[src/rtl/isr_lvl_pkg.sv]
package isr_lvl_pkg;
  localparam int NUM_LVL = 3;
  localparam int LVL_W   = 2;

  typedef enum logic [LVL_W-1:0] {
    LVL_LO   = 2'd0,
    LVL_HI   = 2'd1,
    LVL_PF   = 2'd2,
    LVL_NONE = 2'd3
  } lvl_e;
endpackage

[src/rtl/isr_admit.sv]
module isr_admit
  import isr_lvl_pkg::*;
#(
  parameter bit HAS_PFAIL = 1'b1
) (
  input  logic               clk,
  input  logic               rst_n,
  input  logic [NUM_LVL-1:0] flags_i,
  input  logic               take_i,
  input  logic [LVL_W-1:0]   take_lvl_i,
  output logic [NUM_LVL-1:0] hold_o,
  output logic [NUM_LVL-1:0] set_oh_o
);
  logic lvl_ok;

  always_comb begin
    lvl_ok = (take_lvl_i < LVL_W'(NUM_LVL));
    if (!HAS_PFAIL && take_lvl_i == LVL_PF) lvl_ok = 1'b0;
  end

  for (genvar k = 0; k < NUM_LVL; k++) begin : g_lvl
    assign hold_o[k]   = |flags_i[NUM_LVL-1:k];
    assign set_oh_o[k] = take_i && lvl_ok && (take_lvl_i == LVL_W'(k)) && !hold_o[k];
    if (k > 0) begin : g_thermo
      // hold mask is a thermometer from the top level down
      a_r7_hold_thermo: assert property (@(posedge clk) disable iff (!rst_n)
        hold_o[k] |-> hold_o[k-1]);
    end
  end

  a_r8_bad_code: assert property (@(posedge clk) disable iff (!rst_n)
    (take_i && take_lvl_i == LVL_NONE) |-> (set_oh_o == '0));
endmodule

[src/rtl/isr_flag_bank.sv]
module isr_flag_bank
  import isr_lvl_pkg::*;
#(
  parameter bit HAS_PFAIL = 1'b1
) (
  input  logic               clk,
  input  logic               rst_n,
  input  logic [NUM_LVL-1:0] set_oh_i,
  input  logic               reti_i,
  output logic [NUM_LVL-1:0] flags_o
);
  logic [NUM_LVL-1:0] flags_q;
  logic [NUM_LVL-1:0] flags_d;
  logic [NUM_LVL-1:0] top_oh;
  logic               any_set;
  logic               upd_en;

  assign any_set = |flags_q;

  for (genvar k = 0; k < NUM_LVL; k++) begin : g_top
    if (k == NUM_LVL-1) begin : g_msb
      assign top_oh[k] = flags_q[k];
    end else begin : g_rest
      assign top_oh[k] = flags_q[k] && !(|flags_q[NUM_LVL-1:k+1]);
    end
  end

  always_comb begin
    flags_d = flags_q;
    upd_en  = 1'b0;
    if (|set_oh_i) begin
      flags_d = flags_q | set_oh_i;
      upd_en  = 1'b1;
    end else if (reti_i && any_set) begin
      flags_d = flags_q & ~top_oh;
      upd_en  = 1'b1;
    end
    if (!HAS_PFAIL) flags_d[LVL_PF] = 1'b0;
  end

  always_ff @(posedge clk or negedge rst_n) begin
    if (!rst_n) begin
      flags_q <= '0;
    end else if (upd_en) begin
      flags_q <= flags_d;
    end
  end

  assign flags_o = flags_q;

  // an admitted take adds exactly one flag
  a_r3_adds_one: assert property (@(posedge clk) disable iff (!rst_n)
    (|set_oh_i) |=> ($countones(flags_q) == $countones($past(flags_q)) + 1));
  // a return removes exactly one flag when any is set
  a_r5_drops_one: assert property (@(posedge clk) disable iff (!rst_n)
    (reti_i && any_set) |=> ($countones(flags_q) + 1 == $countones($past(flags_q))));
  // a return with nothing in service leaves all flags clear
  a_r6_idle_reti: assert property (@(posedge clk) disable iff (!rst_n)
    (reti_i && !any_set && set_oh_i == '0) |=> (flags_q == '0));
  // power-fail flag absent when the level is not built
  a_r9_no_pfail: assert property (@(posedge clk) disable iff (!rst_n)
    !HAS_PFAIL |-> !flags_q[LVL_PF]);
endmodule

[src/rtl/isr_status_pack.sv]
module isr_status_pack
  import isr_lvl_pkg::*;
#(
  parameter int STAT_W = 8
) (
  input  logic [NUM_LVL-1:0] flags_i,
  output logic [STAT_W-1:0]  status_o
);
  localparam int BASE = STAT_W - NUM_LVL;

  for (genvar b = 0; b < STAT_W; b++) begin : g_bit
    if (b >= BASE) begin : g_flag
      assign status_o[b] = flags_i[b-BASE];
    end else begin : g_zero
      assign status_o[b] = 1'b0;
    end
  end
endmodule

[src/rtl/isr_nest_tracker.sv]
module isr_nest_tracker
  import isr_lvl_pkg::*;
#(
  parameter bit HAS_PFAIL = 1'b1,
  parameter int STAT_W    = 8
) (
  input  logic              clk,
  input  logic              rst_n,
  input  logic              take_i,
  input  logic [1:0]        take_lvl_i,
  input  logic              reti_i,
  output logic [STAT_W-1:0] status_o,
  output logic [2:0]        hold_o
);
  localparam int BASE = STAT_W - NUM_LVL;

  logic [NUM_LVL-1:0] flags;
  logic [NUM_LVL-1:0] set_oh;
  logic [NUM_LVL-1:0] hold;

  isr_admit #(.HAS_PFAIL(HAS_PFAIL)) admit_i (
    .clk(clk), .rst_n(rst_n), .flags_i(flags), .take_i(take_i),
    .take_lvl_i(take_lvl_i), .hold_o(hold), .set_oh_o(set_oh)
  );

  isr_flag_bank #(.HAS_PFAIL(HAS_PFAIL)) bank_i (
    .clk(clk), .rst_n(rst_n), .set_oh_i(set_oh), .reti_i(reti_i),
    .flags_o(flags)
  );

  isr_status_pack #(.STAT_W(STAT_W)) pack_i (
    .flags_i(flags), .status_o(status_o)
  );

  assign hold_o = hold;

  // a take at a held level leaves the status byte alone
  a_r4_held_take: assert property (@(posedge clk) disable iff (!rst_n)
    (take_i && take_lvl_i < 2'd3 && hold[take_lvl_i] && !reti_i) |=> $stable(status_o));
  // low status bits stay zero
  a_r10_low_zero: assert property (@(posedge clk) disable iff (!rst_n)
    status_o[BASE-1:0] == '0);
  a_r2_strobes_apart: assert property (@(posedge clk) disable iff (!rst_n)
    !(take_i && reti_i));
endmodule

[config.mk]
export PLATFORM = sky130hd
export DESIGN_NAME = isr_nest_tracker
export DESIGN_NICKNAME = d
export VERILOG_FILES = /design/src/rtl/isr_lvl_pkg.sv /design/src/rtl/isr_admit.sv /design/src/rtl/isr_flag_bank.sv /design/src/rtl/isr_status_pack.sv /design/src/rtl/isr_nest_tracker.sv
export SDC_FILE = /design/constraint.sdc
export NUM_CORES = 1
export LEC_CHECK = 0
export BUFFER_PORTS_ARGS = -buffer_cell sky130_fd_sc_hd__buf_2
export CAP_MARGIN = 10
export CORE_AREA = 2 2 39 41
export DETAILED_ROUTE_END_ITERATION = 8
export DIE_AREA = 0 0 41 43
export PLACE_DENSITY_LB_ADDON = 0.08
export SLEW_MARGIN = 20
export SYNTH_ARGS = -nofsm -noshare
export SYNTH_HDL_FRONTEND = slang
export SYNTH_SLANG_ARGS = --single-unit
[constraint.sdc]
create_clock -name clk -period 2.7 [get_ports clk]
set_input_delay 0.54 -clock clk [delete_from_list [all_inputs] [get_ports clk]]
set_output_delay 0.54 -clock clk [all_outputs]
set_load 0.02 [all_outputs]
==> metrics.cfg <==
[clock_network]
cts_setup_buffers=0
cts_buffer_depth=2
clkSinkCount=3
clkTransAtPathRegs_ns=0.04
cts_tree=done
htree_num_levels=1
cts_resized=0
worstSkewPairLatency_ns=0.23
cts_made_buffers=3
holdBufCountCts=0
clockRootBuffer=clkbuf_4

[worst_setup_path]
path_buf_inv=1
cp_data_required_time_ns=2.16
r2r_end=bank_i.flags_o[0]
crit_fanout=6
arrival_ns=1.22
cp.depth=2
crit_path_start_kind=flop
path_cells=or3_4, buf_2
path_class=reg -> out
endpoint_kind=output port
cpMaxStageDelayCell=dfrtp_1
max_stage_delay_ns=0.41
reg2reg_from=bank_i.flags_o[1]
startpoint=bank_i.flags_o[1]
reg2reg_slack_ns=1.55
reg2reg_depth=3
critical_path.top_delay_family=flip-flops
endpoint=hold_o[0]

[floorplan]
io_pins=17
die_area_mm2=0.00176
die_y_um=43
row_count=14
die_w_um=41
initial_utilization_pct=17.3
core_area_mm2=0.00138

[global_routing]
grt_overflow_total=0
grt_start_max_net_pins=8
grt_pass1_vias=205
grt_pass1_wl_um=696
grt_antenna_before_repair=0
track_usage_pct=6.14

[final_layout]
areaGrowthSynthToFinish_pct=26.7
nets=47
drive_gt1_share_pct=40.0
final_util_pct=21.9
most-common-layout-cells=buf_2 (11), conb_1 (5)
antennaDiodeCount=0
final_common_cell=buf_2
design_area_um2=303
fillers=175
largest_reg_flops=3

[power_and_ir_drop]
seqPwrFrac_pct=29.4
p_int_uw=138
p_per_area_mw_per_mm2=715
swShare_pct=36.2
p_comb_share_pct=35.3
ir_drop_v=0.000174
p_switching_uw=78.2
power.leakage_nw=0.159
pwr-share-clk_pct=35.3

[status]
status=complete, no violations

[synthesis]
yosysWarnings=0
synthCells=28
syn_area_um2=239
synth_cell_types=15
synth-seq-cells=3
yosysSeqAreaShare_pct=31.4
avgSynthCellArea_um2=8.53

[route]
antenna_left=0
highest_layer=met3
routed_wl_um=499
drc=0
drt-initial-drc-count=0
vias_per_cell=3.70
wl_met2_um=263
dr_wl_met3_um=49
routedWlPerCell_um=8.91
m1WireLength_um=186
drt_pre_antenna_iters=1
vias=207

[placement]
dpl_cell_area_um2=277
portBuffers=11
gp_congestion=0.617
dp_hpwl_um=424

[min_path]
min_path_type=in -> async

[sta]
finalCritPeriodShare_pct=65.0
fin_setup_tns_ns=0
hold_viol=0
period_minus_slack_ns=1.76
fmax_ghz=0.569
setup-violations-final=0
finalMaxSlewViolations=0
grt_setup_unrepaired=no
finClkSkew_ns=0.00187

[job]
drv_cap=0

-- Yosys cell counts --
| library cell | count | share of area, % |
|---|---|---|
| or2_1 | 1 | 2.6 |
| nand2_1 | 1 | 1.6 |
| a31o_1 | 1 | 3.7 |
| o21a_1 | 1 | 3.1 |
| inv_1 | 3 | 4.7 |
| nor2b_1 | 1 | 2.6 |
| o21ai_0 | 3 | 6.3 |
| buf_4 | 7 | 22 |
| conb_1 | 1 | 1.6 |
| a21oi_1 | 2 | 4.2 |
| dfrtp_1 | 3 | 31 |
| or3_4 | 1 | 4.7 |
| mux2i_1 | 1 | 4.2 |
| nor4b_1 | 1 | 3.7 |
| o21ai_2 | 1 | 3.7 |
-- cells by family after synthesis --
logic type / count (synthesis) / synth area share (%)
buffers and inverters: 10 / 26.7
AO/OA/AOI/OAI: 8 / 20.9
AND/OR/NAND/NOR: 5 / 15.2
flip-flops: 3 / 31.4
multiplexers: 1 / 4.19
other: 1 / 1.57
-- power groups by stage --
stage / clock [mW] / combinational, mW / sequential (mW)
6_report: 0.0764 / 0.0763 / 0.0636
5_1_grt: 0.0841 / 0.0838 / 0.0656
4_1_cts: 0.0819 / 0.0779 / 0.0640
3_5_place_dp: 0 / 0.0777 / 0.0646
3_3_place_gp: 0 / 0.0783 / 0.0646
2_1_floorplan: 0 / 0.0558 / 0.0715
-- layout make-up --
| cell class | count | area (um2) | area share [%] |
|---|---|---|---|
| Multi-Input combinational cell | 19 | 115 | 38.0 |
| Sequential cell | 3 | 75.1 | 24.8 |
| Timing Repair Buffer | 11 | 55.1 | 18.2 |
| Clock buffer | 4 | 26.3 | 8.68 |
| Tap cell | 16 | 20.0 | 6.61 |
| Inverter | 3 | 11.3 | 3.72 |
-- through the flow --
step	hold WS, ns	instances	worst slack [ns]	power [mW]
after CTS	0.0923	56	0.934	0.224
after detailed placement	0.343	52	1.19	0.142
after global placement	0.342	52	1.19	0.143
after global routing	0.0989	56	0.898	0.234
after floorplan	0.244	32	1.12	0.127
final	0.101	56	0.944	0.216
-- routing by layer --
| layer | vias up | track usage, % |
|---|---|---|
| li1 | 106 | - |
| met4 | 0 | 6.00 |
| met2 | 8 | 9.69 |
| met3 | 0 | 1.57 |
| met1 | 93 | 5.84 |
| met5 | - | 0 |
-- how the worst min path moves through the flow --
stage                   endpoint  slack [ns]  cells past startpoint  start
5_1_grt        bank_i.flags_o[2]         0.1                      1  rst_n
3_5_place_dp   bank_i.flags_o[2]        0.34                      1  rst_n
6_report       bank_i.flags_o[0]        0.10                      1  rst_n
2_1_floorplan  bank_i.flags_o[0]        0.24                      0  rst_n
4_1_cts        bank_i.flags_o[0]        0.09                      1  rst_n
3_3_place_gp   bank_i.flags_o[2]        0.34                      1  rst_n
Power figures use the tool's default switching activity.
